File: src/rtl/ddr_init_pkg.sv
package ddr_init_pkg;

   // {cs_n, ras_n, cas_n, we_n}
   typedef enum logic [3:0] {
      CMD_MRS = 4'b0000,
      CMD_REF = 4'b0001,
      CMD_PRE = 4'b0010,
      CMD_NOP = 4'b0111
   } ddr_cmd_e;

   typedef enum logic [2:0] {
      ASEL_ZERO,
      ASEL_PREA,
      ASEL_EMODE,
      ASEL_MODE_RST,
      ASEL_MODE_RUN
   } addr_sel_e;

   typedef enum logic [3:0] {
      ST_IDLE,
      ST_PWRUP,
      ST_PREA1,
      ST_EMRS,
      ST_MRS_RST,
      ST_PREA2,
      ST_REF,
      ST_MRS_RUN,
      ST_LOCK,
      ST_DONE
   } init_step_e;

   localparam int A10_POS = 10;
   localparam int A8_POS  = 8;

endpackage

File: src/rtl/ddr_init_downcnt.sv
module ddr_init_downcnt #(
   parameter int W = 8
) (
   input  logic         clk,
   input  logic         rst_n,
   input  logic         load,
   input  logic [W-1:0] load_val,
   output logic         expired
);

   logic [W-1:0] cnt_q;
   logic         armed_q;

   always_ff @(posedge clk or negedge rst_n) begin
      if (!rst_n) begin
         cnt_q   <= '0;
         armed_q <= 1'b0;
      end else if (load) begin
         cnt_q   <= load_val;
         armed_q <= 1'b1;
      end else if (cnt_q != '0) begin
         cnt_q   <= cnt_q - 1'b1;
      end
   end

   assign expired = armed_q && (cnt_q == '0);

endmodule

File: src/rtl/ddr_init_fsm.sv
module ddr_init_fsm
   import ddr_init_pkg::*;
#(
   parameter int CNT_W         = 16,
   parameter int PWR_CYC       = 40000,
   parameter int T_CKE         = 2,
   parameter int T_RP          = 3,
   parameter int T_MRD         = 2,
   parameter int T_RFC         = 15,
   parameter int REFRESH_COUNT = 2
) (
   input  logic             clk,
   input  logic             rst_n,
   input  logic             pwr_stable,
   input  logic             gap_expired,
   input  logic             lock_expired,
   output logic             gap_load,
   output logic [CNT_W-1:0] gap_val,
   output logic             lock_start,
   output ddr_cmd_e         cmd,
   output addr_sel_e        asel,
   output logic             cke_next,
   output logic             init_done
);

   localparam int RC_W = $clog2(REFRESH_COUNT + 1);

   init_step_e      step_q, step_d;
   logic [RC_W-1:0] refs_q, refs_d;

   always_comb begin
      step_d     = step_q;
      refs_d     = refs_q;
      gap_load   = 1'b0;
      gap_val    = '0;
      lock_start = 1'b0;
      cmd        = CMD_NOP;
      asel       = ASEL_ZERO;
      cke_next   = 1'b1;
      unique case (step_q)
         ST_IDLE: begin
            cke_next = 1'b0;
            if (pwr_stable) begin
               step_d   = ST_PWRUP;
               gap_load = 1'b1;
               gap_val  = CNT_W'(PWR_CYC - 1);
            end
         end
         ST_PWRUP: begin
            cke_next = 1'b0;
            if (!pwr_stable) begin
               step_d = ST_IDLE;
            end else if (gap_expired) begin
               cke_next = 1'b1;
               step_d   = ST_PREA1;
               gap_load = 1'b1;
               gap_val  = CNT_W'(T_CKE - 1);
            end
         end
         ST_PREA1: if (gap_expired) begin
            cmd      = CMD_PRE;
            asel     = ASEL_PREA;
            step_d   = ST_EMRS;
            gap_load = 1'b1;
            gap_val  = CNT_W'(T_RP - 1);
         end
         ST_EMRS: if (gap_expired) begin
            cmd      = CMD_MRS;
            asel     = ASEL_EMODE;
            step_d   = ST_MRS_RST;
            gap_load = 1'b1;
            gap_val  = CNT_W'(T_MRD - 1);
         end
         ST_MRS_RST: if (gap_expired) begin
            cmd        = CMD_MRS;
            asel       = ASEL_MODE_RST;
            lock_start = 1'b1;
            step_d     = ST_PREA2;
            gap_load   = 1'b1;
            gap_val    = CNT_W'(T_MRD - 1);
         end
         ST_PREA2: if (gap_expired) begin
            cmd      = CMD_PRE;
            asel     = ASEL_PREA;
            step_d   = ST_REF;
            gap_load = 1'b1;
            gap_val  = CNT_W'(T_RP - 1);
         end
         ST_REF: if (gap_expired) begin
            cmd      = CMD_REF;
            gap_load = 1'b1;
            gap_val  = CNT_W'(T_RFC - 1);
            refs_d   = refs_q + 1'b1;
            if (refs_q == RC_W'(REFRESH_COUNT - 1)) step_d = ST_MRS_RUN;
         end
         ST_MRS_RUN: if (gap_expired) begin
            cmd      = CMD_MRS;
            asel     = ASEL_MODE_RUN;
            step_d   = ST_LOCK;
            gap_load = 1'b1;
            gap_val  = CNT_W'(T_MRD - 1);
         end
         ST_LOCK: if (gap_expired && lock_expired) step_d = ST_DONE;
         ST_DONE: step_d = ST_DONE;
         default: step_d = ST_IDLE;
      endcase
   end

   always_ff @(posedge clk or negedge rst_n) begin
      if (!rst_n) begin
         step_q <= ST_IDLE;
         refs_q <= '0;
      end else begin
         step_q <= step_d;
         refs_q <= refs_d;
      end
   end

   assign init_done = (step_q == ST_DONE);

endmodule

File: src/rtl/ddr_init_bus_drv.sv
module ddr_init_bus_drv
   import ddr_init_pkg::*;
#(
   parameter int               ROW_W       = 13,
   parameter int               BA_W        = 2,
   parameter logic [ROW_W-1:0] MODE_VAL    = 'h062,
   parameter logic [ROW_W-1:0] EMODE_VAL   = 'h000,
   parameter bit               REG_OUTPUTS = 1'b1
) (
   input  logic             clk,
   input  logic             rst_n,
   input  logic             cke_next,
   input  ddr_cmd_e         cmd,
   input  addr_sel_e        asel,
   output logic             cke,
   output logic             cs_n,
   output logic             ras_n,
   output logic             cas_n,
   output logic             we_n,
   output logic [BA_W-1:0]  ba,
   output logic [ROW_W-1:0] addr
);

   localparam logic [ROW_W-1:0] ONE_HOT0  = {{(ROW_W-1){1'b0}}, 1'b1};
   localparam logic [ROW_W-1:0] A10_MASK  = ONE_HOT0 << A10_POS;
   localparam logic [ROW_W-1:0] A8_MASK   = ONE_HOT0 << A8_POS;
   localparam logic [ROW_W-1:0] MODE_RST  = MODE_VAL | A8_MASK;
   localparam logic [ROW_W-1:0] MODE_RUN  = MODE_VAL & ~A8_MASK;

   logic [ROW_W-1:0] addr_d;
   logic [BA_W-1:0]  ba_d;

   always_comb begin
      ba_d   = '0;
      addr_d = '0;
      unique case (asel)
         ASEL_PREA:     addr_d = A10_MASK;
         ASEL_EMODE: begin
            addr_d = EMODE_VAL;
            ba_d   = BA_W'(1);
         end
         ASEL_MODE_RST: addr_d = MODE_RST;
         ASEL_MODE_RUN: addr_d = MODE_RUN;
         default:       addr_d = '0;
      endcase
   end

   generate
      if (REG_OUTPUTS) begin : g_flop
         always_ff @(posedge clk or negedge rst_n) begin
            if (!rst_n) begin
               cke                        <= 1'b0;
               {cs_n, ras_n, cas_n, we_n} <= CMD_NOP;
               ba                         <= '0;
               addr                       <= '0;
            end else begin
               cke                        <= cke_next;
               {cs_n, ras_n, cas_n, we_n} <= cmd;
               ba                         <= ba_d;
               addr                       <= addr_d;
            end
         end
      end else begin : g_comb
         assign cke                        = cke_next;
         assign {cs_n, ras_n, cas_n, we_n} = cmd;
         assign ba                         = ba_d;
         assign addr                       = addr_d;
      end
   endgenerate

endmodule

File: src/rtl/ddr_init_seq.sv
module ddr_init_seq
   import ddr_init_pkg::*;
#(
   parameter int               CLK_KHZ       = 200000,
   parameter int               PWRUP_US      = 200,
   parameter int               T_CKE         = 2,
   parameter int               T_RP          = 3,
   parameter int               T_MRD         = 2,
   parameter int               T_RFC         = 15,
   parameter int               DLL_LOCK_CYC  = 200,
   parameter int               REFRESH_COUNT = 2,
   parameter int               ROW_W         = 13,
   parameter int               BA_W          = 2,
   parameter logic [ROW_W-1:0] MODE_VAL      = 'h062,
   parameter logic [ROW_W-1:0] EMODE_VAL     = 'h000,
   parameter bit               REG_OUTPUTS   = 1'b1
) (
   input  logic             clk,
   input  logic             rst_n,
   input  logic             pwr_stable,
   output logic             cke,
   output logic             cs_n,
   output logic             ras_n,
   output logic             cas_n,
   output logic             we_n,
   output logic [BA_W-1:0]  ba,
   output logic [ROW_W-1:0] addr,
   output logic             init_done
);

   localparam int PWR_CYC = (CLK_KHZ * PWRUP_US + 999) / 1000;
   localparam int MAX_GAP = (T_RFC > T_RP ? T_RFC : T_RP) > T_MRD ?
                            (T_RFC > T_RP ? T_RFC : T_RP) : T_MRD;
   localparam int MAX_CNT = PWR_CYC > MAX_GAP ? (PWR_CYC > T_CKE ? PWR_CYC : T_CKE)
                                              : (MAX_GAP > T_CKE ? MAX_GAP : T_CKE);
   localparam int CNT_W   = $clog2(MAX_CNT) + 1;
   localparam int LOCK_W  = $clog2(DLL_LOCK_CYC) + 1;

   generate
      if (REFRESH_COUNT < 2)          begin : g_bad_refs  $error("REFRESH_COUNT below 2"); end
      if (DLL_LOCK_CYC < 200)         begin : g_bad_lock  $error("DLL_LOCK_CYC below 200"); end
      if (ROW_W < 11)                 begin : g_bad_row   $error("ROW_W must reach bit 10"); end
      if (BA_W < 2)                   begin : g_bad_ba    $error("BA_W below 2"); end
      if (PWR_CYC < 1)                begin : g_bad_pwr   $error("power-up wait is empty"); end
      if (T_CKE < 1 || T_RP < 1 || T_MRD < 1 || T_RFC < 1)
                                      begin : g_bad_gap   $error("gaps must be at least 1"); end
      if (EMODE_VAL[0] != 1'b0)       begin : g_bad_dll   $error("EMODE_VAL must keep DLL on"); end
   endgenerate

   logic             gap_load, gap_expired;
   logic [CNT_W-1:0] gap_val;
   logic             lock_start, lock_expired;
   ddr_cmd_e         cmd;
   addr_sel_e        asel;
   logic             cke_next;

   ddr_init_fsm #(
      .CNT_W         (CNT_W),
      .PWR_CYC       (PWR_CYC),
      .T_CKE         (T_CKE),
      .T_RP          (T_RP),
      .T_MRD         (T_MRD),
      .T_RFC         (T_RFC),
      .REFRESH_COUNT (REFRESH_COUNT)
   ) u_fsm (
      .clk          (clk),
      .rst_n        (rst_n),
      .pwr_stable   (pwr_stable),
      .gap_expired  (gap_expired),
      .lock_expired (lock_expired),
      .gap_load     (gap_load),
      .gap_val      (gap_val),
      .lock_start   (lock_start),
      .cmd          (cmd),
      .asel         (asel),
      .cke_next     (cke_next),
      .init_done    (init_done)
   );

   ddr_init_downcnt #(.W(CNT_W)) u_gap_cnt (
      .clk      (clk),
      .rst_n    (rst_n),
      .load     (gap_load),
      .load_val (gap_val),
      .expired  (gap_expired)
   );

   ddr_init_downcnt #(.W(LOCK_W)) u_lock_cnt (
      .clk      (clk),
      .rst_n    (rst_n),
      .load     (lock_start),
      .load_val (LOCK_W'(DLL_LOCK_CYC - 1)),
      .expired  (lock_expired)
   );

   ddr_init_bus_drv #(
      .ROW_W       (ROW_W),
      .BA_W        (BA_W),
      .MODE_VAL    (MODE_VAL),
      .EMODE_VAL   (EMODE_VAL),
      .REG_OUTPUTS (REG_OUTPUTS)
   ) u_bus (
      .clk      (clk),
      .rst_n    (rst_n),
      .cke_next (cke_next),
      .cmd      (cmd),
      .asel     (asel),
      .cke      (cke),
      .cs_n     (cs_n),
      .ras_n    (ras_n),
      .cas_n    (cas_n),
      .we_n     (we_n),
      .ba       (ba),
      .addr     (addr)
   );

endmodule

File: config.mk
export PLATFORM = sky130hd
export DESIGN_NAME = ddr_init_seq
export DESIGN_NICKNAME = d
export VERILOG_FILES = /design/src/rtl/ddr_init_pkg.sv /design/src/rtl/ddr_init_downcnt.sv /design/src/rtl/ddr_init_fsm.sv /design/src/rtl/ddr_init_bus_drv.sv /design/src/rtl/ddr_init_seq.sv
export SDC_FILE = /design/constraint.sdc
export NUM_CORES = 1
export LEC_CHECK = 0
export CAP_MARGIN = 20
export CORE_UTILIZATION = 51
export DETAILED_ROUTE_END_ITERATION = 10
export PLACE_DENSITY = 0.75
export REMOVE_ABC_BUFFERS = 1
export SYNTH_ARGS = -nofsm -noshare
export SYNTH_HDL_FRONTEND = slang
export SYNTH_SLANG_ARGS = --single-unit
File: constraint.sdc
create_clock -name clk -period 2.1 [get_ports clk]
set_input_delay 0.21 -clock clk [delete_from_list [all_inputs] [get_ports clk]]
set_output_delay 0.21 -clock clk [all_outputs]
set_load 0.03 [all_outputs]
# --- Yosys cells after proc, flatten, opt, wreduce, memory -nomap -nowiden ---
# Cells that the tools add are included.
# W data, S select, Z words.
op_classes:
  addsub: 3
  mux: 39
  n_eq_ne: 24
  reduce_logical: 15
ops:
  columns: ["op", "n"]
  rows:
  - ["$pmux W17 S5", 1]
  - ["$mux W17", 3]
  - ["$mux W4", 12]
  - ["$pmux W4 S10", 1]
  - ["$pmux W11 S3", 1]
  - ["$mux W9", 2]
  - ["$logic_not A17 Y1", 1]
  - ["$reduce_bool A17 Y1", 1]
  - ["$sub A17 B1 Y17 const B", 1]
  - ["$eq A4 B3 Y1 const B", 4]
  - ["$mux W16", 1]
  - ["$ne A2 B1 Y1 const B", 8]
  - ["$mux W3", 4]
  - ["$pmux W3 S4", 1]
  - ["$pmux W4 S3", 1]
  - ["$reduce_and A10 Y1", 1]
  - ["$logic_not A9 Y1", 1]
  - ["$reduce_bool A9 Y1", 1]
  - ["$sub A9 B1 Y9 const B", 1]
  - ["$eq A4 B2 Y1 const B", 2]
  - ["$eq A4 B4 Y1 const B", 2]
  - ["$mux W1", 7]
  - ["$eq A3 B2 Y1 const B", 2]
  - ["$mux W2", 3]
  - ["16 further kinds", 19]
totals:
  regBits: 52
  in_bits: 3

# --- Logic depth before layout (Yosys ltp) ---
logic_depth:
  ltp_word: 6
  mapped_depth: 7

# --- Hierarchy ---
# A second synthesis with hierarchy kept.
hier_totals:
  hier_cells: 302
  hier_area_um2: 2693.8
by_module_without_submodules:
  columns: ["mod", "cells_each", "n_inst", "area_per_inst_um2"]
  rows:
  - ["ddr_init_downcnt (u_gap_cnt)", 115, 1, 1066.0]
  - ["ddr_init_fsm", 97, 1, 703.2]
  - ["ddr_init_downcnt (u_lock_cnt)", 62, 1, 566.8]
  - ["ddr_init_bus_drv", 26, 1, 350.3]
  - ["ddr_init_seq", 2, 1, 7.5]

# --- Worst setup path after synthesis ---
# Ideal clock, no wire load.
synth_path:
  kind: "register -> register"
  start: "register u_gap_cnt.cnt_q[0]"
  end: "register u_gap_cnt.cnt_q[8]"
  t_arrival_ps: 1966
  path_slack_ps: 57
  setup_ps: 77
  period_less_slack_ps: 2043
  t_required_ps: 2023
  n_path_buf: 0
  stages_incl_launch_ff: 7
  cell_sequence: "dfrtp_1 inv_1 ha_1 or3b_2 nor2_1 or4b_2 a21oi_1"
synth_between:
  elab_chain_cells: 6
synth_rtl:
  columns: ["element", "line_no", "text"]
  rows:
  - ["start, declared", "ddr_init_downcnt.sv:11", "logic [W-1:0] cnt_q;"]
  - ["start signal, assigned", "ddr_init_downcnt.sv:19", "cnt_q <= load_val;"]
  - ["start signal, assigned", "ddr_init_downcnt.sv:22", "cnt_q <= cnt_q - 1'b1;"]
  - ["parallel branches: the longest is 6 deep, another holds $sub A17 B1 Y17", null, null]
# Parallel ways; which one is timed is not known. The select of a mux whose other input is x is not followed.
# A chain may end at the register's enable or synchronous reset.

# --- Final worst setup path ---
layout_path:
  start: "register u_gap_cnt.cnt_q[6]"
  end: "register u_gap_cnt.cnt_q[13]"
# The elaborated chain is that of the path after synthesis.

==> summary.md <==
| Metric | Value |
|---|---|
| Status | `finished, final reports clean` |
| # IOs | `24` |
| RSZ-0062 raised after global routing | `true` |
| I/O Buffers | `13` |
| Crit. Startpoint | `u_gap_cnt.cnt_q[6]` |
| CP Capture Point | `u_gap_cnt.cnt_q[13]` |
| Startpoint types | `flip-flop` |
| Final worst path period share | `96.4%` |
| Endpoint type of the worst setup path | `flip-flop` |
| Final wirelength | `5450 µm` |
| Fin crit period | `just over 2000 ps` |
| Number of enable flip-flop cells after synthesis | `0` |
| Unique masters post-synth | `53` |
| CTS tree | `built` |
| Leakage | `1.18 nW` |
| Remaining Overflow, GRT | `0` |
| First-pass GRT wire length | `9280 µm` |
| Syn. warnings | `0` |
| Final core occ | `64.9%` |
| Max clock buf depth | `2` |
| Die Y | `71.7 µm` |
| Crit Path Class | `flip-flop to flip-flop` |
| Final cell count without fillers | `between 300 and 400` |
| Clock Latency Late Sink | `around 300 ps` |
| Final setup viols | `0` |
| Most common cell in the netlist | `dfrtp_1` |
| Post-synthesis async set-or-reset flop share | `100%` |
| Met2 Use GR | `36.5%` |
| Area contributors post-synth | `dfrtp_1, buf_4, o21ai_0` |
| DRC Markers | `0` |
| Antenna cell count | `0` |
| Worst reg2reg setup slack | `80 ps` |
| Fillers | `369` |
| Synthesized flop and latch total | `42` |
| CTS sink count | `42` |
| Final WS setup | `76.2 ps` |
| Final hold vios | `0` |
| Worst Path Arrival | `about 2300 ps` |
| Routed length per instance | `15.4 µm` |
| CTS buffer count | `5` |
| Initial DRT Pass Iterations | `4` |
| Initial Util | `55.0%` |
| Antenna Nets Post-Route | `0` |
| Initial antenna violation count | `0` |
| Area Growth Syn to Fin | `18.0%` |
| Via count | `2105` |
| Largest net degree at the start of global routing | `19` |
| Mean Syn Cell Area | `9.24 µm²` |
| Iteration-0 DRC Markers | `131` |
| Dpl hpwl | `3930 µm` |
| Multi-input gate area in the final layout | `0.00135 mm²` |
| Syn Inst Count | `268` |
| Met3 usage in global routing | `4.78%` |
| Share of layout cells above drive strength 1 | `approximately a fifth` |
| Critical Path Fanout Max | `7` |
| Register Area | `0.00105 mm²` |
| CTS clk-pin slew, worst paths | `approximately 80 ps` |
| Core Box Area | `0.00450 mm²` |
| Global-route layer with the greatest usage | `met2` |
| Num rows | `24` |
| Worst hold path class | `primary input to asynchronous set/reset pin` |
| Area leader, netlist | `dfrtp_1` |
| Top cell type's share of synthesized area | `39.4%` |
| CTS root buffer | `clkbuf_8` |
| Number of global-route vias before repair | `1954` |
| Max H-tree Level | `2` |
| Worst R2R Path Depth | `4` |
| Routability cong. | `0.926` |
| Nets | `309` |
| Slew Limit Fails | `0` |
| R2r endpoint | `u_gap_cnt.cnt_q[13]` |
| Fmax | `0.494 GHz` |
| Die extent in x | `71.7 µm` |
| Full die area | `0.00514 mm²` |
| Max Clock Skew | `between 8 and 9 ps` |
| Post-Syn Area | `between 0.002 and 0.0025 mm²` |
| Sequential share of the synthesized area | `42.6%` |
| Placed Cells incl. Taps | `344` |
| Peak supply drop | `0.361 mV` |
| Dpl ws | `-42.5 ps` |
| Origin of the critical flop-to-flop path | `u_gap_cnt.cnt_q[6]` |
| Max_cap viols | `0` |
| Vias per cell | `between 5 and 6` |
| GR Util met1 | `32.6%` |
| PD cells | `466 mW/mm²` |
| WP data required | `2330 ps` |
| Most frequent cells after synthesis | `dfrtp_1, nor2_1, o21ai_0` |
| GRT Util Overall | `23.1%` |
| Primary FF master, synth | `dfrtp_1` |
## timing repair
| action | CTS | global route |
|---|---|---|
| endpoints found under the hold margin | 16 | 0 |
| gates cloned | 0 | 0 |
| setup buffers | 0 | 1 |
| pin swaps | 0 | 2 |
| resized for setup | 2 | 12 |
| setup endpoints to repair | 5 | 21 |
| hold buffers | 1 | 0 |
## metrics by stage
step,cell area (µm²),hold WS (ps),setup TNS (ps),power (W)
after floorplan,2370,-85.6,0,0.000848
after global placement,2760,169,0,0.000872
after detailed placement,2760,165,-74.5,0.000872
after CTS,2860,384,0,0.00137
after global routing,2920,406,-174,0.00141
final,2920,370,0,0.00136
## cells by family (layout without fill, tap and decap cells)
family / count (synthesis) / after routing / share of synthesized area [%]
adders and majority gates: 5 / 5 / 2.53
DFF: 42 / 42 / 42.6
AOI/OAI and AO/OA: 59 / 59 / 15.3
buffers and inverters: 32 / 57 / 6.87
xor gates and xnor gates: 11 / 11 / 3.89
muxes: 2 / 2 / 0.809
and+or+nand+nor: 116 / 116 / 27.8
other: 1 / 10 / 0.151
## how the worst min path moves through the flow
stage,startpoint,to,slack (ps),cells after the start
after global routing,rst_n,u_gap_cnt.cnt_q[6],410,2
final,rst_n,u_lock_cnt.armed_q,370,2
after global placement,rst_n,u_gap_cnt.cnt_q[7],170,1
after detailed placement,rst_n,u_gap_cnt.cnt_q[6],170,1
after floorplan,rst_n,u_bus.addr[10],-90,0
after CTS,rst_n,u_lock_cnt.armed_q,380,2
## area by class of cell
type,count,share of cell area [%]
clock buffers,8,2.74
inverters,8,1.03
multi-input cells,203,46.3
flip-flops and latches,42,36.1
well taps,52,2.23
repair buffers,41,11.6
## worst max-delay path, cell delays in order (launching register included)
cell     delay [ps]
dfrtp_1         440
or3_1           540
or3_4           440
or4_1           400
a21oi_1         130
## report_power, final
part	internal, W	switching (W)	total [W]
combinational	0.00000637	0.0000419	0.0000483
clock	0.000236	0.000269	0.000505
sequential	0.000808	0	0.000808
total	0.00105	0.000311	0.00136
## sequential cells by signal, indices dropped and copies added, names as in the netlist
signal / cells
u_gap_cnt.cnt_q: 17
u_lock_cnt.cnt_q: 9
u_fsm.step_q: 4
u_bus.addr: 3
u_fsm.refs_q: 2
u_bus.ba: 1
u_bus.cas_n: 1
u_bus.cke: 1
u_bus.ras_n: 1
u_bus.we_n: 1
u_gap_cnt.armed_q: 1
u_lock_cnt.armed_q: 1
## layer usage
metal | vias up | part of all wire, %
met5 | - | 0
met4 | 0 | 1.1
met3 | 8 | 4.4
met2 | 59 | 48
met1 | 1015 | 47
li1 | 1023 | -
## layout by cell type, fill, tap and decap left out, types with 2 or more instances in the layout
| cell | instances |
|---|---|
| a211oi_1 | 2 |
| a21oi_1 | 13 |
| a31oi_1 | 4 |
| and2_1 | 3 |
| and4_1 | 3 |
| buf_4 | 27 |
| clkbuf_1 | 3 |
| clkbuf_8 | 5 |
| clkdlybuf4s50_1 | 11 |
| conb_1 | 10 |
| dfrtp_1 | 39 |
| dfstp_2 | 3 |
| ha_1 | 5 |
| inv_1 | 8 |
| mux2i_1 | 2 |
| nand2_1 | 11 |
| nand2b_1 | 5 |
| nand3_1 | 9 |
| nand3_2 | 2 |
| nand3b_1 | 3 |
| nand4_1 | 4 |
| nor2_1 | 20 |
| nor2b_1 | 7 |
| nor3_1 | 9 |
| nor3b_1 | 2 |
| nor4_1 | 4 |
| nor4_4 | 2 |
| o211ai_1 | 6 |
| o21ai_0 | 16 |
| o31ai_1 | 6 |
| o41ai_1 | 2 |
| or2_2 | 6 |
| or3_1 | 6 |
| or4_1 | 5 |
| or4b_4 | 2 |
| xnor2_1 | 6 |
| xor2_1 | 5 |
(Power assumes the default switching activity.)
